### src/rtl/flash_busop_pkg.sv
package flash_busop_pkg;

  typedef enum logic [2:0] {
    OP_RESET   = 3'd0,
    OP_STANDBY = 3'd1,
    OP_READ    = 3'd2,
    OP_WRITE   = 3'd3,
    OP_LATCH   = 3'd4,
    OP_ODIS    = 3'd5,
    OP_HOLD    = 3'd6
  } busop_e;

  typedef struct packed {
    logic ce_n;
    logic oe_n;
    logic we_n;
    logic adv_n;
    logic rp_n;
    logic busy;
  } ctl_pins_s;

  localparam ctl_pins_s CTL_IDLE = '{ce_n: 1'b1, oe_n: 1'b1, we_n: 1'b1,
                                     adv_n: 1'b1, rp_n: 1'b0, busy: 1'b0};

endpackage

### src/rtl/flash_rst_sync.sv
module flash_rst_sync #(
  parameter int STAGES = 2
) (
  input  logic clk,
  input  logic rst_n,
  output logic rst_sync_n
);
  localparam int LAST = (STAGES < 2) ? 1 : STAGES - 1;

  logic [LAST:0] chain_q;
  logic [LAST:0] chain_d;

  always_comb begin
    chain_d = {chain_q[LAST-1:0], 1'b1};
  end

  always_ff @(posedge clk or negedge rst_n) begin
    if (!rst_n) chain_q <= '0;
    else        chain_q <= chain_d;
  end

  assign rst_sync_n = chain_q[LAST];
endmodule

### src/rtl/flash_busop_sampler.sv
module flash_busop_sampler
  import flash_busop_pkg::*;
#(
  parameter int AW = 16
) (
  input  logic          clk,
  input  logic          rst_n,
  input  ctl_pins_s     pins_i,
  input  logic [AW-1:0] addr_i,
  output ctl_pins_s     pins_q,
  output logic          rp_prev_q,
  output logic [AW-1:0] addr_q
);
  ctl_pins_s     pins_d;
  logic          rp_prev_d;
  logic [AW-1:0] addr_d;

  always_comb begin
    pins_d    = pins_i;
    rp_prev_d = pins_q.rp_n;
    addr_d    = addr_i;
  end

  always_ff @(posedge clk or negedge rst_n) begin
    if (!rst_n) begin
      pins_q    <= CTL_IDLE;
      rp_prev_q <= 1'b0;
      addr_q    <= '0;
    end else begin
      pins_q    <= pins_d;
      rp_prev_q <= rp_prev_d;
      addr_q    <= addr_d;
    end
  end
endmodule

### src/rtl/flash_busop_decode.sv
module flash_busop_decode
  import flash_busop_pkg::*;
(
  input  ctl_pins_s pins,
  output busop_e    op,
  output logic      dq_drive,
  output logic      dq_capture,
  output logic      wait_oe,
  output logic      low_power
);
  always_comb begin
    if (!pins.rp_n)                       op = OP_RESET;
    else if (pins.ce_n)                   op = pins.busy ? OP_HOLD : OP_STANDBY;
    else if (!pins.adv_n)                 op = OP_LATCH;
    else if (!pins.oe_n && pins.we_n)     op = OP_READ;
    else if (pins.oe_n && !pins.we_n)     op = OP_WRITE;
    else                                  op = OP_ODIS;
  end

  always_comb begin
    dq_drive   = 1'b0;
    dq_capture = 1'b0;
    wait_oe    = 1'b0;
    low_power  = 1'b0;
    unique case (op)
      OP_RESET:   low_power  = 1'b1;
      OP_STANDBY: low_power  = 1'b1;
      OP_READ: begin
        dq_drive = 1'b1;
        wait_oe  = 1'b1;
      end
      OP_WRITE:   dq_capture = 1'b1;
      OP_LATCH:   dq_drive   = ~pins.oe_n;
      OP_ODIS:    dq_drive   = 1'b0;
      OP_HOLD:    low_power  = 1'b0;
      default:    low_power  = 1'b0;
    endcase
  end
endmodule

### src/rtl/flash_busop_addr_hold.sv
module flash_busop_addr_hold
  import flash_busop_pkg::*;
#(
  parameter int AW = 16
) (
  input  logic          clk,
  input  logic          rst_n,
  input  busop_e        op,
  input  logic [AW-1:0] addr_s,
  output logic [AW-1:0] addr_q,
  output logic          valid_q
);
  logic          cap_en;
  logic [AW-1:0] addr_d;
  logic          valid_d;

  always_comb begin
    cap_en  = (op == OP_LATCH);
    addr_d  = cap_en ? addr_s : addr_q;
    valid_d = valid_q;
    if (op == OP_RESET) valid_d = 1'b0;
    else if (cap_en)    valid_d = 1'b1;
  end

  always_ff @(posedge clk or negedge rst_n) begin
    if (!rst_n) begin
      addr_q  <= '0;
      valid_q <= 1'b0;
    end else begin
      addr_q  <= addr_d;
      valid_q <= valid_d;
    end
  end
endmodule

### src/rtl/flash_busop_abort.sv
module flash_busop_abort (
  input  logic clk,
  input  logic rst_n,
  input  logic rp_n_s,
  input  logic rp_prev_s,
  input  logic busy_s,
  input  logic inv_clr,
  output logic abort_req,
  output logic invalid_q
);
  logic invalid_d;

  always_comb begin
    abort_req = rp_prev_s & ~rp_n_s & busy_s;
    invalid_d = invalid_q;
    if (abort_req)    invalid_d = 1'b1;
    else if (inv_clr) invalid_d = 1'b0;
  end

  always_ff @(posedge clk or negedge rst_n) begin
    if (!rst_n) invalid_q <= 1'b0;
    else        invalid_q <= invalid_d;
  end
endmodule

### src/rtl/flash_busop_ctrl.sv
module flash_busop_ctrl
  import flash_busop_pkg::*;
#(
  parameter int AW          = 16,
  parameter int SYNC_STAGES = 2
) (
  input  logic          clk,
  input  logic          rst_n,
  input  logic          ce_n,
  input  logic          oe_n,
  input  logic          we_n,
  input  logic          adv_n,
  input  logic          rp_n,
  input  logic          busy,
  input  logic          wait_pol,
  input  logic          wait_req,
  input  logic          inv_clr,
  input  logic [AW-1:0] addr_in,
  output logic [2:0]    op_code,
  output logic          dq_drive,
  output logic          dq_capture,
  output logic          wait_oe,
  output logic          wait_out,
  output logic          low_power,
  output logic [AW-1:0] addr_out,
  output logic          addr_valid,
  output logic          abort_req,
  output logic          contents_invalid
);
  logic          rst_int_n;
  ctl_pins_s     pins_raw;
  ctl_pins_s     pins_s;
  logic          rp_prev_s;
  logic [AW-1:0] addr_s;
  busop_e        op;

  flash_rst_sync #(.STAGES(SYNC_STAGES)) u_rst (
    .clk(clk), .rst_n(rst_n), .rst_sync_n(rst_int_n)
  );

  always_comb begin
    pins_raw = '{ce_n: ce_n, oe_n: oe_n, we_n: we_n,
                 adv_n: adv_n, rp_n: rp_n, busy: busy};
  end

  flash_busop_sampler #(.AW(AW)) u_smp (
    .clk(clk), .rst_n(rst_int_n), .pins_i(pins_raw), .addr_i(addr_in),
    .pins_q(pins_s), .rp_prev_q(rp_prev_s), .addr_q(addr_s)
  );

  flash_busop_decode u_dec (
    .pins(pins_s), .op(op), .dq_drive(dq_drive), .dq_capture(dq_capture),
    .wait_oe(wait_oe), .low_power(low_power)
  );

  flash_busop_addr_hold #(.AW(AW)) u_adr (
    .clk(clk), .rst_n(rst_int_n), .op(op), .addr_s(addr_s),
    .addr_q(addr_out), .valid_q(addr_valid)
  );

  flash_busop_abort u_abt (
    .clk(clk), .rst_n(rst_int_n), .rp_n_s(pins_s.rp_n), .rp_prev_s(rp_prev_s),
    .busy_s(pins_s.busy), .inv_clr(inv_clr), .abort_req(abort_req),
    .invalid_q(contents_invalid)
  );

  // polarity selection is a plain mux on the live request
  generate
    if (1) begin : g_wait
      assign wait_out = wait_pol ? wait_req : ~wait_req;
    end
  endgenerate

  assign op_code = op;
endmodule

### config.mk
export PLATFORM = sky130hd
export DESIGN_NAME = flash_busop_ctrl
export DESIGN_NICKNAME = d
export VERILOG_FILES = /design/src/rtl/flash_busop_pkg.sv /design/src/rtl/flash_rst_sync.sv /design/src/rtl/flash_busop_sampler.sv /design/src/rtl/flash_busop_decode.sv /design/src/rtl/flash_busop_addr_hold.sv /design/src/rtl/flash_busop_abort.sv /design/src/rtl/flash_busop_ctrl.sv
export SDC_FILE = /design/constraint.sdc
export NUM_CORES = 1
export LEC_CHECK = 0
export BUFFER_PORTS_ARGS = -buffer_cell sky130_fd_sc_hd__buf_2
export CAP_MARGIN = 20
export CORE_UTILIZATION = 51
export DETAILED_ROUTE_END_ITERATION = 12
export HOLD_SLACK_MARGIN = 0.06
export PLACE_DENSITY = 0.92
export SETUP_SLACK_MARGIN = 0.02
export SYNTH_ARGS = -nofsm -noshare
export SYNTH_HDL_FRONTEND = slang
export SYNTH_HIERARCHICAL = 1
export SYNTH_SLANG_ARGS = --single-unit
export TNS_END_PERCENT = 20
### constraint.sdc
create_clock -name clk -period 2 [get_ports clk]
set_input_delay 0 -clock clk [delete_from_list [all_inputs] [get_ports clk]]
set_output_delay 0 -clock clk [all_outputs]
set_load 0.05 [all_outputs]
==> impl_metrics.yaml <==
power:
  cellLeakagePower_nw: 1.08
  p_total_mw: 2.11
  ir_drop_mv: 0.861
  cellPowerDensity_nw_per_um2: 959
die:
  io_pins: 54
  coreArea_um2: 2730
  fp.dieH_um: 55.7
  die_area_um2: 3100
  die_w_um: 55.7
  rows: 19
  initial_core_util_pct: 53.8
timing:
  min_period_ns: 2.17
  fin_ws_ns: -0.167
  hold_ws_ns: 0.277
  fin_setup_tns_ns: -2.33
  maxSlewHeadroom_pct: 44.3
  worst_pin_slew_ns: 0.836
  min_period_over_period_pct: 108
  hold_viol: 0
  fmax_ghz: 0.461
  slew_viol_final: 0
  skew_ns: 0.0131
  setup_viol: 17
  grt_setup_unrepaired: "true"
synth:
  ys_seq_area_share_pct: 73.5
  synth_top_family_by_area: "multiplexers"
  postSynthNetCount: 114
  synth.avg_cell_area_um2: 17.1
  yosys.area_share.simple_pct: 5.96
  synth_top_area_share_pct: 66.4
  synth_edf_count: 0
  synthTopCellsByArea: "dfrtp_1 (66%), mux2_2 (12%), dfstp_2 (7.1%)"
  async_flop_share_pct: 100
  synthMostInstantiatedCell: "dfrtp_1"
  yosysUniqueCellTypes: 25
  ys_ff_latch: 43
  synth_ff_type: "dfrtp_1"
  synth_commonest_cells: "dfrtp_1 (39), mux2_2 (16), dfstp_2 (4), inv_1 (4)"
  synth-compound-area-share_pct: 4.26
  synthAdderAreaFrac_pct: 0.851
  synth_xor_area_share_pct: 0.596
  synth_area_um2: 1470
  synth_mux_area_share_pct: 12.3
  ys_warn_count: 6
  yosys.area.top_type: "dfrtp_1"
  netlist_instances: 86
finish:
  fill_cells: 161
  drive_gt1_share_pct: 55.1
  multiInputGateArea_um2: 410
  area.growth.synth_to_final_pct: 49.6
  finalNonFillerCells: 209
  final-seq-area_um2: 1080
  fin_util_pct: 80.5
  nNetsFinal: 205
  antenna_cells: 0
setup_path:
  rrSetupSlack_ns: -0.17
  r2r_cells: 7
  r2r-end: "u_adr/addr_q[1]"
  worstPathMaxFanout: 9
  required_ns: 2.24
  critPathLaunch: "u_smp/pins_q[4]"
  crit_type: "reg -> reg"
  r2r_start: "u_smp/pins_q[4]"
  start_kind: "flop"
  worstSetupEndpointType: "flop"
  crit_arrival_ns: 2.40
min_path:
  holdCritStartpoint: "addr_in[3]"
  holdPathEnd: "u_smp/addr_q[3]"
  whs_path_depth: 2
  hold_path_class: "in -> reg"
clock_network:
  cts_tree: "done"
  clock_latency_ns: 0.35
  cts_buffers: 5
  htree_levels: 2
  cts.sinks: 43
  cts_root_buffer: "clkbuf_4"
  clockBufferDepth: 2
  path_clk_slew_ns: 0.12
grt:
  grt_usage_pct: 21.5
  first_global_vias: 1121
  antenna_found_initial: 0
  grt_start_max_net_pins: 42
  grt_overflow: 0
  grt_first_pass_wirelength_um: 4890
place:
  place_congestion: 0.769
  dpl.hpwl_um: 1790
  io_buffers: 53
  place_inst: 172
run_status:
  violations: "setup timing"
  outcome: "finished with violations"
route:
  drc: 0
  vias: 1028
  post_drt_wl_per_cell_um: 14.0
  top_layer: "met4"
  wl_met1_um: 1140
  viasPerCell: 4.92
  drt-initial-drc-count: 9
  ant_nets: 0
  firstDrtPassIters: 2
  dr_wl_met2_um: 1540
  dr_wl_met3_um: 209
  routed_wl_um: 2930
run:
  drv_cap: 0
==> stage by stage <==
| step | area, µm² | setup WS, ns |
|---|---|---|
| finish | 2200 | -0.167 |
| detailed placement | 1820 | -0.162 |
| floorplan | 1490 | -0.473 |
| CTS | 2190 | -0.178 |
| global placement | 1820 | -0.105 |
| global route | 2200 | -0.248 |
==> worst max-delay path: stages (launching register included) <==
cell      delay (ns)
dfstp_2         0.54
inv_2           0.04
ha_4            0.26
and4bb_1        0.19
a31o_1          0.24
nor3b_4         0.25
buf_6           0.19
mux2_2          0.34
==> cell usage in the layout, fill, tap and decap left out, drive strengths merged <==
cell type	instances
buf	61
dfrtp	39
dlygate4sd3	25
mux2	16
clkbuf	5
dfstp	4
inv	4
clkinvlp	2
o21ai	2
nand2b	2
nor3b	2
and2b	2
xnor2	1
clkinv	1
nand2	1
nor2	1
o22ai	1
o21a	1
and4bb	1
and2	1
a31o	1
nor2b	1
a211oi	1
o2111a	1
ha	1
conb	1
==> state kept, by name (all words and copies together) (netlist names) <==
signal and count:
u_rst/chain_q 2, u_adr/valid_q 1, u_smp/pins_q 5, u_smp/rp_prev_q 1
u_adr/addr_q 16, u_smp/rp_prev_d 1, u_smp/addr_q 16, u_abt/invalid_q 1
==> what timing repair did <==
action / in CTS / in global routing
endpoints found under the setup margin: 16 / 20
resized for setup: 3 / 14
pin swaps: 1 / 2
gates cloned: 1 / 0
endpoints found under the hold margin: 25 / 0
hold buffers: 25 / 0
setup buffers: 3 / 2
==> area by class of cell <==
| cell class | count | share of cell area [%] |
|---|---|---|
| Timing Repair Buffer | 86 | 27.1 |
| Inverter | 4 | 0.683 |
| Clock buffer | 5 | 1.71 |
| Sequential cell | 43 | 49.2 |
| Tap cell | 31 | 1.76 |
| Multi-Input combinational cell | 37 | 18.7 |
| Clock inverter | 3 | 0.910 |
==> cell families (layout without fill, tap and decap cells) <==
group	Yosys count	after routing
and+or+nand+nor	11	11
buffers and inverters	6	98
AOI/OAI and AO/OA	7	7
muxes	16	16
xor gates and xnor gates	1	1
adders and majority gates	1	1
DFF	43	43
other	1	1
==> routing by layer <==
metal	up-vias	global-route usage, %
li1	469	-
met2	45	37.3
met3	4	7.67
met5	-	0
met1	510	24.0
met4	0	8.57
==> report_power, final <==
| part | total (mW) | switching [mW] | internal, mW |
|---|---|---|---|
| Sequential | 1.04 | 0.0673 | 0.976 |
| Combinational | 0.662 | 0.431 | 0.230 |
| Clock | 0.405 | 0.271 | 0.134 |
==> how the worst max path moves through the flow <==
stage	end	slack, ns	depth (start not counted)
4_1_cts	u_adr/addr_q[1]	-0.18	8
2_1_floorplan	u_adr/addr_q[10]	-0.47	7
3_3_place_gp	u_adr/addr_q[6]	-0.11	7
5_1_grt	u_adr/addr_q[9]	-0.25	7
6_report	u_adr/addr_q[1]	-0.17	7
3_5_place_dp	u_adr/addr_q[7]	-0.16	7
Note: power is estimated with default switching activity, not from simulation.
